`config.mk`:
```
export PLATFORM = sky130hd
export DESIGN_NAME = vad_detector
export DESIGN_NICKNAME = d
export VERILOG_FILES = /design/src/rtl/vad_pkg.sv /design/src/rtl/vad_energy.sv /design/src/rtl/vad_level.sv /design/src/rtl/vad_hangover.sv /design/src/rtl/vad_detector.sv
export SDC_FILE = /design/constraint.sdc
export NUM_CORES = 1
export LEC_CHECK = 0
export BUFFER_PORTS_ARGS = -buffer_cell sky130_fd_sc_hd__buf_2
export CORE_MARGIN = 2
export CORE_UTILIZATION = 35
export CTS_BUF_LIST = sky130_fd_sc_hd__clkbuf_16
export CTS_CLUSTER_SIZE = 20
export DETAILED_ROUTE_END_ITERATION = 12
export PLACE_DENSITY_LB_ADDON = 0.1
export SLEW_MARGIN = 20
export SYNTH_ARGS = -nofsm -noshare
export SYNTH_HDL_FRONTEND = slang
export SYNTH_SLANG_ARGS = --single-unit
```
`constraint.sdc`:
```
create_clock -name clk_i -period 6.9 [get_ports clk_i]
set_clock_uncertainty 0.15 [all_clocks]
set_input_delay 0.69 -clock clk_i [delete_from_list [all_inputs] [get_ports clk_i]]
set_output_delay 0.69 -clock clk_i [all_outputs]
set_load 0.05 [all_outputs]
```
`src/rtl/vad_pkg.sv`:
```
package vad_pkg;

    // Scale a reference magnitude down by a power ratio given in thousandths.
    function automatic int unsigned vad_scale(input int unsigned ref_mag,
                                              input int unsigned ratio_x1000);
        return (ref_mag * 1000) / ratio_x1000;
    endfunction

    typedef enum logic [1:0] {
        LVL_QUIET = 2'b00,
        LVL_LOW   = 2'b01,
        LVL_MID   = 2'b10,
        LVL_HIGH  = 2'b11
    } vad_level_e;

endpackage

```
`src/rtl/vad_energy.sv`:
```
module vad_energy #(
    parameter int SAMPLE_W = 14,
    parameter int WIN_LOG2 = 5,
    localparam int ACC_W   = SAMPLE_W + WIN_LOG2
) (
    input  logic                       clk_i,
    input  logic                       rst_ni,
    input  logic                       clr_i,
    input  logic                       strobe_i,
    input  logic signed [SAMPLE_W-1:0] sample_i,
    output logic        [SAMPLE_W-1:0] avg_o
);

    typedef struct packed {
        logic [ACC_W-1:0] acc;
    } energy_t;

    energy_t st_d, st_q;
    logic [SAMPLE_W-1:0] mag;

    always_comb begin
        // Two's complement negate; the most negative code maps to its unsigned magnitude
        mag = sample_i[SAMPLE_W-1] ? SAMPLE_W'(-sample_i) : SAMPLE_W'(sample_i);
        st_d = st_q;
        if (clr_i) begin
            st_d.acc = '0;
        end else if (strobe_i) begin
            st_d.acc = st_q.acc - (st_q.acc >> WIN_LOG2) + ACC_W'(mag);
        end
    end

    always_ff @(posedge clk_i or negedge rst_ni) begin
        if (!rst_ni) st_q <= '0;
        else         st_q <= st_d;
    end

    assign avg_o = SAMPLE_W'(st_q.acc >> WIN_LOG2);

endmodule

```
`src/rtl/vad_level.sv`:
```
module vad_level #(
    parameter int AVG_W = 14,
    parameter int TH_LO = 3,
    parameter int TH_MD = 11,
    parameter int TH_HI = 36
) (
    input  logic [AVG_W-1:0] avg_i,
    output logic [1:0]       level_o
);
    import vad_pkg::*;

    localparam logic [AVG_W-1:0] LIM_LO = AVG_W'(TH_LO);
    localparam logic [AVG_W-1:0] LIM_MD = AVG_W'(TH_MD);
    localparam logic [AVG_W-1:0] LIM_HI = AVG_W'(TH_HI);

    vad_level_e band;

    always_comb begin
        if (avg_i > LIM_HI)      band = LVL_HIGH;
        else if (avg_i > LIM_MD) band = LVL_MID;
        else if (avg_i > LIM_LO) band = LVL_LOW;
        else                     band = LVL_QUIET;
        level_o = band;
    end

endmodule

```
`src/rtl/vad_hangover.sv`:
```
module vad_hangover #(
    parameter int ATTACK_N   = 40,
    parameter int HANG_SHORT = 1280,
    parameter int HANG_LONG  = 2560,
    localparam int ATK_W     = $clog2(ATTACK_N + 1),
    localparam int HNG_W     = $clog2(HANG_LONG + 1)
) (
    input  logic             clk_i,
    input  logic             rst_ni,
    input  logic             clr_i,
    input  logic             strobe_i,
    input  logic             above_i,
    input  logic             hang_sel_i,
    output logic             flag_o,
    output logic [ATK_W-1:0] atk_cnt_o,
    output logic [HNG_W-1:0] hang_cnt_o
);

    localparam logic [ATK_W-1:0] ATK_LAST = ATK_W'(ATTACK_N - 1);
    localparam logic [HNG_W-1:0] HNG_S    = HNG_W'(HANG_SHORT - 1);
    localparam logic [HNG_W-1:0] HNG_L    = HNG_W'(HANG_LONG - 1);

    typedef struct packed {
        logic             flag;
        logic [ATK_W-1:0] atk;
        logic [HNG_W-1:0] hang;
    } hang_t;

    hang_t st_d, st_q;
    logic [HNG_W-1:0] hang_last;

    always_comb begin
        hang_last = hang_sel_i ? HNG_L : HNG_S;
        st_d = st_q;
        if (clr_i) begin
            st_d = '0;
        end else if (strobe_i) begin
            if (above_i) begin
                st_d.hang = '0;
                if (!st_q.flag) begin
                    if (st_q.atk >= ATK_LAST) begin
                        st_d.flag = 1'b1;
                        st_d.atk  = '0;
                    end else begin
                        st_d.atk = st_q.atk + 1'b1;
                    end
                end
            end else begin
                st_d.atk = '0;
                if (st_q.flag) begin
                    if (st_q.hang >= hang_last) begin
                        st_d.flag = 1'b0;
                        st_d.hang = '0;
                    end else begin
                        st_d.hang = st_q.hang + 1'b1;
                    end
                end
            end
        end
    end

    always_ff @(posedge clk_i or negedge rst_ni) begin
        if (!rst_ni) st_q <= '0;
        else         st_q <= st_d;
    end

    assign flag_o     = st_q.flag;
    assign atk_cnt_o  = st_q.atk;
    assign hang_cnt_o = st_q.hang;

endmodule

```
`src/rtl/vad_detector.sv`:
```
module vad_detector #(
    parameter int SAMPLE_W   = 14,
    parameter int WIN_LOG2   = 5,
    parameter int REF_MAG    = 3600,
    parameter int ATTACK_N   = 40,
    parameter int HANG_SHORT = 1280,
    parameter int HANG_LONG  = 2560
) (
    input  logic                       clk_i,
    input  logic                       rst_ni,
    input  logic signed [SAMPLE_W-1:0] sample_i,
    input  logic                       strobe_i,
    input  logic                       en_i,
    input  logic [1:0]                 thr_sel_i,
    input  logic                       hang_sel_i,
    output logic                       presence_o,
    output logic [1:0]                 level_o
);
    import vad_pkg::*;

    localparam int ATK_W = $clog2(ATTACK_N + 1);
    localparam int HNG_W = $clog2(HANG_LONG + 1);

    // Detection levels, -30/-35/-40/-45 dBm0 relative to REF_MAG
    localparam logic [SAMPLE_W-1:0] TH_30 = SAMPLE_W'(vad_scale(REF_MAG, 31623));
    localparam logic [SAMPLE_W-1:0] TH_35 = SAMPLE_W'(vad_scale(REF_MAG, 56234));
    localparam logic [SAMPLE_W-1:0] TH_40 = SAMPLE_W'(vad_scale(REF_MAG, 100000));
    localparam logic [SAMPLE_W-1:0] TH_45 = SAMPLE_W'(vad_scale(REF_MAG, 177828));
    // Band edges for the level code, -50/-60 dBm0
    localparam int BAND_50 = int'(vad_scale(REF_MAG, 316228));
    localparam int BAND_60 = int'(vad_scale(REF_MAG, 1000000));
    localparam int BAND_40 = int'(vad_scale(REF_MAG, 100000));

    logic                clr;
    logic [SAMPLE_W-1:0] avg;
    logic [SAMPLE_W-1:0] thr;
    logic                above;
    logic                flag;
    logic [1:0]          level_raw;
    logic [ATK_W-1:0]    atk_cnt;
    logic [HNG_W-1:0]    hang_cnt;

    assign clr = !en_i;

    vad_energy #(
        .SAMPLE_W (SAMPLE_W),
        .WIN_LOG2 (WIN_LOG2)
    ) u_energy (
        .clk_i    (clk_i),
        .rst_ni   (rst_ni),
        .clr_i    (clr),
        .strobe_i (strobe_i),
        .sample_i (sample_i),
        .avg_o    (avg)
    );

    always_comb begin
        unique case (thr_sel_i)
            2'b00:   thr = TH_30;
            2'b01:   thr = TH_35;
            2'b10:   thr = TH_40;
            default: thr = TH_45;
        endcase
        above = avg > thr;
    end

    vad_hangover #(
        .ATTACK_N   (ATTACK_N),
        .HANG_SHORT (HANG_SHORT),
        .HANG_LONG  (HANG_LONG)
    ) u_hang (
        .clk_i      (clk_i),
        .rst_ni     (rst_ni),
        .clr_i      (clr),
        .strobe_i   (strobe_i),
        .above_i    (above),
        .hang_sel_i (hang_sel_i),
        .flag_o     (flag),
        .atk_cnt_o  (atk_cnt),
        .hang_cnt_o (hang_cnt)
    );

    vad_level #(
        .AVG_W (SAMPLE_W),
        .TH_LO (BAND_60),
        .TH_MD (BAND_50),
        .TH_HI (BAND_40)
    ) u_level (
        .avg_i   (avg),
        .level_o (level_raw)
    );

    assign presence_o = en_i & flag;
    assign level_o    = en_i ? level_raw : 2'b00;

endmodule

```
==> impl_metrics.csv, run 1 <==
group,metric,value,unit
pwr,leakage,0.00198,uW
global_routing,grt_pass1_wl,16500,um
timing,max_freq,0.243,GHz
final_layout,multi_input_area,2710,um2
logic_synthesis,syn_avg_cell_area,8.62,um2
logic_synthesis,synth_area,3840,um2
global_routing,groute.usage.overall,17.7,%
final_layout,syn_to_final_growth,9.54,%
clock_tree,clock_latency,0.29,ns
worst_setup_path,path_cells,"buf_2, inv_1, ha_1, nand2_1, or3_1, nand2b_1, o21ai_0, xnor2_1, fa_1, ha_1, o21ai_0, o21ai_0, a21o_1, a21oi_1, or4b_2, o311ai_0",
final_layout,antennaDiodeCount,0,
timing,grt_setup_unrepaired,"false",
floorplanning,rows,38,
worst_setup_path,crit_top_cell,"o21ai_0",
clock_tree,clock_tree.root_cell,"clkbuf_16",
global_routing,grt_max_degree,40,
worst_setup_path,arrival,4.14,ns
clock_tree,cts_sinks,38,
worst_setup_path,path_class,"in2reg",
placed_design,placedInstanceArea,4070,um2
pwr,p_per_area,448,nW/um2
clock_tree,htree_levels,2,
timing,final-hold-violation-count,0,
route,wl_per_cell,16.1,um
placed_design,dp.final_hpwl,7450,um
worst_setup_path,required,6.92,ns
placed_design,gp_congestion,0.783,
floorplanning,dieArea,11800,um2
route,firstDrtPassIters,5,
global_routing,grt_pass1_vias,3258,
floorplanning,pin_count,24,
logic_synthesis,synthFlopType,"dfrtp_1",
floorplanning,core_area,10800,um2
worst_setup_path,r2r_end,"u_energy.st_q[13]",
logic_synthesis,synth_edf_count,0,
clock_tree,numCtsBuffers,5,
route,drc,0,
logic_synthesis,ys_seq_area_share,24.7,%
worst_setup_path,slowest_delay,0.65,ns
min_path,hp-class,"reg2reg",
floorplanning,start_util,35.6,%
route,drt-initial-drc-count,165,
logic_synthesis,ys_warn_count,0,
final_layout,stdcell_area,4210,um2
route,postRouteAntennaNets,0,
final_layout,layout.nets,536,
clock_tree,path_clk_slew,0.06,ns
worst_setup_path,cp_slowest_cell,"or4b_2",
timing,relSlewSlack,34.8,%
route,drt_wl_total,9700,um
final_layout,drive_gt1_share,8.19,%
worst_setup_path,crit_start,"sample_i[0]",
floorplanning,die_h,109,um
timing,min_period_over_period,59.6,%
pwr,vdd_ir_drop_max,0.184,mV
clock_tree,cts_tree,"built",
logic_synthesis,synth-seq-cells,38,
placed_design,numPortBuffers,23,
clock_tree,clockBufferDepth,2,
timing,fin_setup_tns,0,ns
worst_setup_path,worstSetupStartpointType,"input port",
timing,fin_crit,4.12,ns
timing,setup_viol,0,
job,maxCapViolCount,0,
route,vias,3361,
worst_setup_path,end_kind,"flip-flop",
outcome,outcome,"finished, final reports clean",
logic_synthesis,synthArstFlopShare,100,%
final_layout,regArea,951,um2
worst_setup_path,regToRegSetupSlack,3.17,ns
final_layout,fillers,1140,
worst_setup_path,ff2ff_path_depth,9,
route,viasPerCell,5.56,
global_routing,gr-total-overflow,0,
timing,timing.final.max_slew_violations,0,
global_routing,antenna_found_initial,0,
logic_synthesis,synth_fp_nets,519,
worst_setup_path,r2r_start,"u_energy.st_q[8]",
logic_synthesis,netlist-cell-type-count,61,
worst_setup_path,timing.critical_path.to,"u_energy.st_q[13]",
clock_tree,post-cts-setup-buffers,0,
timing,tightest_slew,0.978,ns
worst_setup_path,path_max_fanout,6,
clock_tree,postCtsResizedCells,0,
floorplanning,die_x,109,um
clock_tree,cts_hold_buf,0,
timing,whs,0.378,ns
logic_synthesis,syn_inst,446,
[synthesized netlist by cell type, types with 3 or more instances]
cell type / number / area share (%)
a211o_1: 3 / 0.68
a211oi_1: 9 / 1.8
a21o_1: 10 / 2.0
a21oi_1: 24 / 3.1
a221o_1: 9 / 2.3
a31oi_1: 7 / 1.1
and2_1: 5 / 0.81
and3_1: 15 / 2.4
and4_1: 4 / 0.91
clkbuf_1: 8 / 0.78
dfrtp_1: 38 / 25
fa_1: 14 / 7.3
ha_1: 38 / 12
inv_1: 33 / 3.2
mux2i_1: 12 / 3.1
nand2_1: 39 / 3.8
nand2b_1: 10 / 1.6
nand3_1: 14 / 1.8
nand4_1: 4 / 0.65
nor2_1: 41 / 4.0
nor3_1: 10 / 1.3
o211ai_1: 3 / 0.59
o21a_1: 3 / 0.59
o21ai_0: 15 / 2.0
o22ai_1: 3 / 0.49
o31ai_1: 4 / 0.78
xnor2_1: 16 / 3.6
xor2_1: 5 / 1.1
[layer usage]
layer	vias to the layer above	GRT usage (%)	wire length, um
met3	13	2.99	249
met5	-	0	0
met2	38	28.9	4450
met4	0	4.12	150
li1	1668	-	-
met1	1642	24.4	4850
[cell usage in the layout (no fill, tap or decap), types with 4 or more instances in the layout]
cell	synthesis	layout
inv_1	33	33
o31ai_1	4	4
dfrtp_1	38	38
fa_1	14	14
a21o_1	10	10
xor2_1	5	5
and4_1	4	4
nor2_1	41	41
nand4_1	4	4
a21oi_1	24	24
a211oi_1	9	8
a221o_1	9	9
and2_1	5	5
ha_1	38	38
nand2_1	39	39
o21ai_0	15	15
xnor2_1	16	16
nand2b_1	10	10
buf_2	0	23
mux2i_1	12	12
and3_1	15	15
clkbuf_16	0	5
a31oi_1	7	7
nand3_1	14	14
nor3_1	10	10
[report_power, final]
| part | internal, uW | switching [uW] | leakage [uW] |
|---|---|---|---|
| Sequential | 268 | 61.2 | 0.000516 |
| Combinational | 545 | 787 | 0.00140 |
| Clock | 130 | 93.1 | 0.0000663 |
[state kept, by name (all words and copies together), names as in the netlist]
name	flops
u_hang.hang_cnt_o	12
u_hang.flag_o	1
u_hang.atk_cnt_o	6
u_energy.st_q	19
[worst min path at each step]
| stage | slack, ns | cells past startpoint | endpoint | from |
|---|---|---|---|---|
| after CTS | 0.38 | 2 | u_hang.atk_cnt_o[5] | u_hang.atk_cnt_o[5] |
| final | 0.38 | 2 | u_hang.atk_cnt_o[5] | u_hang.atk_cnt_o[5] |
| after global placement | 0.35 | 2 | u_hang.atk_cnt_o[5] | u_hang.atk_cnt_o[5] |
| after detailed placement | 0.35 | 2 | u_hang.atk_cnt_o[5] | u_hang.atk_cnt_o[5] |
| after global routing | 0.42 | 2 | u_hang.atk_cnt_o[5] | u_hang.atk_cnt_o[5] |
| after floorplan | 0.24 | 0 | u_energy.st_q[0] | rst_ni |
[area by class of cell]
cell class | instances | area share, %
multi-input combinational | 362 | 64.3
sequential | 38 | 22.6
tap | 140 | 4.16
clock buffer | 5 | 2.97
inverter | 33 | 2.94
timing repair buffer | 23 | 2.73
clock inverter | 3 | 0.267
[cells by family (layout without fill, tap and decap cells)]
kind of cell	after synthesis	after routing	share of synthesized area [%]
muxes	13	13	3.42
buffers and inverters	46	64	4.92
xor gates and xnor gates	21	21	4.78
and+or+nand+nor	162	162	21.7
DFF	38	38	24.7
AOI/OAI and AO/OA	114	114	20.8
adders and majority gates	52	52	19.7
[metrics by stage]
step	std cells	power [uW]	setup slack (ns)	utilization [%]
after floorplan	446	1380	2.92	-
after CTS	604	1890	2.80	39.0
after global routing	604	2080	2.46	39.0
final	604	1880	2.78	39.0
after global placement	596	1650	2.55	37.7
after detailed placement	596	1660	2.51	37.7
[worst max-delay path, delay by kind of cell]
family                     cells  cell delay [ns]
and+or+nand+nor                4             1.26
xor gates and xnor gates       1             0.16
buffers and inverters          2             0.18
AOI/OAI and AO/OA              6             0.86
adders and majority gates      3             0.98
Note: power is estimated with default switching activity, not from simulation.
==> inputs of run 2 (changes only) <==
==> constraint.sdc (replaced) <==
create_clock -name clk_i -period 4.2 [get_ports clk_i]
set_clock_uncertainty 0.15 [all_clocks]
set_input_delay 0.42 -clock clk_i [delete_from_list [all_inputs] [get_ports clk_i]]
set_output_delay 0.42 -clock clk_i [all_outputs]
set_load 0.05 [all_outputs]
==> impl_metrics.csv, run 2 (synthesis results as in run 1) <==
group,metric,value,unit
worst_setup_path,worstSetupStartpointType,"input port",
final_layout,final_common_cell,"nor2_1",
clock_tree,path_clk_slew,0.07,ns
global_routing,antenna_found_initial,0,
pwr,vdd_ir_drop_max,0.329,mV
outcome,outcome,"finished, final reports clean",
placed_design,numPortBuffers,23,
pwr,leakage,0.00201,uW
timing,relSlewSlack,38.8,%
floorplanning,dieArea,11800,um2
final_layout,layout.nets,541,
pwr,seqPwrFrac,17.1,%
worst_setup_path,path_cells,"buf_2, inv_1, ha_1, nand2_1, or3_1, nand2b_1, o21ai_0, xnor2_1, fa_1, ha_1, o21ai_0, o21ai_0, a21o_1, a21oi_1, or4b_2, o311ai_0",
timing,setup_viol,0,
pwr,p_int,1580,uW
global_routing,grt_pass1_wl,16200,um
timing,min_period_over_period,89.5,%
global_routing,grt_max_degree,40,
final_layout,drive_gt1_share,9.17,%
clock_tree,postCtsResizedCells,0,
clock_tree,cts_hold_buf,0,
placed_design,dp.final_hpwl,7410,um
pwr,p_per_area,737,nW/um2
floorplanning,die_h,109,um
global_routing,gr-total-overflow,0,
clock_tree,numCtsBuffers,5,
clock_tree,cts_sinks,38,
final_layout,fillers,1096,
timing,fin_setup_tns,0,ns
clock_tree,post-cts-setup-buffers,0,
clock_tree,clockBufferDepth,2,
route,postRouteAntennaNets,0,
worst_setup_path,path_delay_family,"simple AND/OR/NAND/NOR gates",
route,viasPerCell,5.46,
final_layout,regMostFlops,"u_energy.st_q",
timing,timing.final.max_slew_violations,0,
final_layout,antennaDiodeCount,0,
global_routing,gr-max-usage-layer,"met2",
floorplanning,die_x,109,um
worst_setup_path,slowest_delay,0.61,ns
clock_tree,clock_latency,0.30,ns
final_layout,multi_input_area,2700,um2
route,vias,3323,
pwr,power,3130,uW
worst_setup_path,cp_slowest_cell,"or4b_2",
final_layout,fin_cells,609,
route,firstDrtPassIters,4,
pwr,power.share.combinational,70.9,%
job,maxCapViolCount,0,
worst_setup_path,crit_buf_inv,2,
final_layout,largest_register_ff_count,19,
global_routing,grt_use_met2,27.9,%
global_routing,grt.met1_usage,24.7,%
worst_setup_path,end_kind,"flip-flop",
worst_setup_path,arrival,3.79,ns
route,drc,0,
placed_design,dp_cells,601,
pwr,p_sw_share,49.4,%
timing,tightest_slew,0.918,ns
worst_setup_path,path_class,"in2reg",
worst_setup_path,required,4.23,ns
final_layout,most-common-layout-cells,"41 x nor2_1, 39 x nand2_1, 38 x ha_1, 38 x dfrtp_1, 34 x inv_1",
global_routing,groute.usage.overall,17.6,%
timing,grt_setup_unrepaired,"false",
route,wl_per_cell,15.8,um
floorplanning,start_util,35.6,%
clock_tree,htree_levels,2,
pwr,p_clk_share,12.0,%
min_path,hp-class,"in2async",
final_layout,regArea,951,um2
route,drt-initial-drc-count,181,
worst_setup_path,path_max_fanout,4,
clock_tree,cts_tree,"built",
timing,final-hold-violation-count,0,
floorplanning,core_area,10800,um2
clock_tree,clock_tree.root_cell,"clkbuf_16",
pwr,p_switching,1540,uW
global_routing,globalRouteMet3Util,2.99,%
final_layout,syn_to_final_growth,10.4,%
worst_setup_path,crit_top_cell,"o21ai_0",
route,drt_wl_total,9620,um
floorplanning,rows,38,
placed_design,gp_congestion,0.862,
global_routing,grt_pass1_vias,3220,
floorplanning,pin_count,24,
timing,fin_crit,3.76,ns
timing,max_freq,0.266,GHz
==> run 2: changes by cell type in the layout (fill, tap and decap cells not counted), sizes merged <==
cell,delta
buf,+5
clkinv,-1
inv,+1
==> run 2: power groups by stage <==
stage / Combinational (uW) / Clock, uW / Sequential (uW)
2_1_floorplan: 1760 / 0 / 507
3_3_place_gp: 2210 / 0 / 546
3_5_place_dp: 2220 / 0 / 543
4_1_cts: 2230 / 381 / 537
5_1_grt: 2520 / 398 / 548
6_report: 2220 / 375 / 534
==> run 2: stage by stage <==
stage | hold slack, ns | worst slack (ns) | utilization [%] | cell area, um2
after floorplan | -0.0256 | 0.489 | - | 3840
after global placement | 0.356 | 0.142 | 38.0 | 4110
final | 0.112 | 0.439 | 39.3 | 4240
after detailed placement | 0.351 | 0.141 | 38.0 | 4110
after CTS | 0.159 | 0.430 | 39.3 | 4240
after global routing | 0.184 | 0.155 | 39.3 | 4240
==> run 2: final cells by class <==
| type | count | area share [%] |
|---|---|---|
| well taps | 140 | 4.13 |
| clock inverters | 3 | 0.295 |
| multi-input cells | 362 | 63.7 |
| clock buffers | 5 | 2.95 |
| inverters | 33 | 2.92 |
| flip-flops and latches | 38 | 22.4 |
| repair buffers | 28 | 3.60 |
==> run 2: routing by layer <==
| metal | vias up | wire length (um) |
|---|---|---|
| met5 | - | 0 |
| met4 | 0 | 138 |
| met3 | 11 | 317 |
| met2 | 42 | 4380 |
| met1 | 1603 | 4790 |
| li1 | 1667 | - |
==> run 2: final timing paths <==
path | start | endpoint | slack (ns) | depth (start not counted)
min in group clk_i | en_i | u_energy.st_q[16] | 0.35 | 2
max | sample_i[0] | u_energy.st_q[13] | 0.44 | 16
max reg2reg | u_energy.st_q[8] | u_energy.st_q[13] | 0.85 | 10
min | rst_ni | u_energy.st_q[10] | 0.11 | 1
min reg2reg | u_hang.atk_cnt_o[5] | u_hang.atk_cnt_o[5] | 0.35 | 2
max in group asynchronous | rst_ni | u_hang.atk_cnt_o[2] | 3.21 | 1
==> inputs of run 3 (changes only) <==
--- a/config.mk
+++ b/config.mk
@@ -11,7 +11,7 @@
 export CTS_BUF_LIST = sky130_fd_sc_hd__clkbuf_16
 export CTS_CLUSTER_SIZE = 20
 export DETAILED_ROUTE_END_ITERATION = 12
-export PLACE_DENSITY_LB_ADDON = 0.1
+export PLACE_DENSITY_LB_ADDON = 0.12
 export SLEW_MARGIN = 20
 export SYNTH_ARGS = -nofsm -noshare
 export SYNTH_HDL_FRONTEND = slang
==> impl_metrics.csv, run 3 (synthesis results as in run 1) <==
group,metric,value,unit
outcome,outcome,"finished, final reports clean",
timing,tightest_slew,0.947,ns
floorplanning,core_area,10800,um2
timing,timing.final.max_slew_violations,0,
placed_design,dp.final_hpwl,7520,um
route,vias,3350,
pwr,p_per_area,759,nW/um2
final_layout,fillers,1084,
worst_setup_path,regToRegSetupSlack,0.64,ns
pwr,vdd_ir_drop_max,0.340,mV
route,firstDrtPassIters,5,
pwr,seqPwrFrac,16.3,%
timing,fin_setup_tns,0,ns
worst_setup_path,path_max_fanout,6,
clock_tree,cts_sinks,38,
clock_tree,htree_levels,2,
worst_setup_path,slowest_delay,0.44,ns
final_layout,fin_cells,608,
timing,grt_setup_unrepaired,"false",
worst_setup_path,required,4.22,ns
pwr,power.share.combinational,68.2,%
final_layout,multi_input_area,2710,um2
final_layout,largest_register_ff_count,19,
clock_tree,clockBufferDepth,2,
global_routing,grt_max_degree,40,
final_layout,regMostFlops,"u_energy.st_q",
global_routing,gr-total-overflow,0,
worst_setup_path,ff2ff_path_depth,9,
route,drt-initial-drc-count,208,
worst_setup_path,cp_slowest_cell,"fa_1",
final_layout,drive_gt1_share,9.62,%
global_routing,grt_pass1_wl,16300,um
clock_tree,path_clk_slew,0.07,ns
worst_setup_path,end_kind,"flip-flop",
floorplanning,die_x,109,um
floorplanning,start_util,35.6,%
timing,relSlewSlack,36.9,%
floorplanning,pin_count,24,
floorplanning,rows,38,
placed_design,gp_congestion,0.880,
pwr,p_clk_share,15.4,%
timing,max_freq,0.260,GHz
floorplanning,dieArea,11800,um2
final_layout,layout.nets,540,
final_layout,final_common_cell,"nor2_1",
route,drc,0,
timing,fin_crit,3.84,ns
worst_setup_path,path_class,"in2reg",
global_routing,grt_pass1_vias,3278,
clock_tree,numCtsBuffers,5,
pwr,p_switching,1560,uW
floorplanning,die_h,109,um
worst_setup_path,crit_start,"sample_i[1]",
timing,final-hold-violation-count,0,
final_layout,most-common-layout-cells,"41 x nor2_1, 39 x nand2_1, 38 x dfrtp_1",
global_routing,groute.usage.overall,17.5,%
clock_tree,post-cts-setup-buffers,0,
final_layout,antennaDiodeCount,0,
min_path,hp-class,"in2async",
route,postRouteAntennaNets,0,
worst_setup_path,arrival,3.87,ns
pwr,p_sw_share,47.7,%
global_routing,antenna_found_initial,0,
timing,min_period_over_period,91.5,%
clock_tree,clock_latency,0.28,ns
route,wl_per_cell,15.9,um
worst_setup_path,path_cells,"buf_2, inv_1, ha_1, nand2_1, or3_1, o31ai_1, xnor2_1, fa_1, ha_1, nand2_1, nor2_1, a21boi_0, o21ai_0, a211o_1, and3_1",
job,maxCapViolCount,0,
timing,setup_viol,0,
route,viasPerCell,5.51,
clock_tree,cts_tree,"built",
placed_design,dp_cells,600,
pwr,leakage,0.00202,uW
route,drt_wl_total,9680,um
worst_setup_path,r2r_start,"u_energy.st_q[8]",
final_layout,syn_to_final_growth,11.8,%
worst_setup_path,path_delay_family,"compound AO/OA/AOI/OAI gates",
clock_tree,clock_tree.root_cell,"clkbuf_16",
worst_setup_path,crit_buf_inv,2,
final_layout,regArea,951,um2
worst_setup_path,worstSetupStartpointType,"input port",
placed_design,numPortBuffers,23,
worst_setup_path,r2r_end,"u_energy.st_q[13]",
pwr,p_int,1710,uW
run 3: cell count changes in the layout (fill, tap and decap cells not counted), sizes merged:
cell and delta:
inv -1, buf -1, bufinv +2, clkinv -1
run 3: worst max path at each step:
stage	end	cells after the start	slack, ns
after floorplan	u_energy.st_q[13]	15	0.49
after detailed placement	u_energy.st_q[13]	16	0.08
final	u_energy.st_q[18]	15	0.36
after CTS	u_energy.st_q[13]	16	0.35
after global placement	u_energy.st_q[18]	15	0.1
after global routing	u_energy.st_q[14]	16	0.02
run 3: stage by stage:
| stage | total power [uW] | util [%] | hold slack (ns) | area [um2] | setup slack [ns] |
|---|---|---|---|---|---|
| after floorplan | 2260 | - | -0.0256 | 3840 | 0.489 |
| after global routing | 3610 | 39.8 | 0.210 | 4300 | 0.0181 |
| final | 3260 | 39.8 | 0.130 | 4300 | 0.356 |
| after detailed placement | 2760 | 38.0 | 0.345 | 4100 | 0.0754 |
| after global placement | 2730 | 38.0 | 0.349 | 4100 | 0.0997 |
| after CTS | 3280 | 39.8 | 0.158 | 4290 | 0.355 |
run 3: power by group through the flow:
stage | combinational (uW) | sequential [uW] | clock (uW)
after floorplan | 1760 | 507 | 0
final | 2230 | 532 | 504
after global placement | 2190 | 542 | 0
after global routing | 2530 | 547 | 532
after CTS | 2220 | 536 | 519
after detailed placement | 2210 | 543 | 0
run 3: layout make-up:
class                           instances  share of cell area [%]
Clock inverter                          3                    1.60
Sequential cell                        38                    22.1
Tap cell                              140                    4.08
Inverter                               33                    2.88
Clock buffer                            5                    2.91
Multi-Input combinational cell        362                    63.0
Timing Repair Buffer                   27                    3.38
run 3: layer usage:
layer | wire (um) | up-vias | share of wire (%) | global-route usage, %
met5 | 0 | - | 0 | 0
met4 | 64 | 0 | 0.66 | 3.21
met3 | 411 | 4 | 4.2 | 2.75
met2 | 4460 | 65 | 46 | 28.7
met1 | 4750 | 1618 | 49 | 24.4
li1 | - | 1663 | - | -
run 3: repair_timing:
action / CTS / global route
hold buffers: 0 / 0
endpoints found under the setup margin: 0 / 1
gates resized for setup: 0 / 1
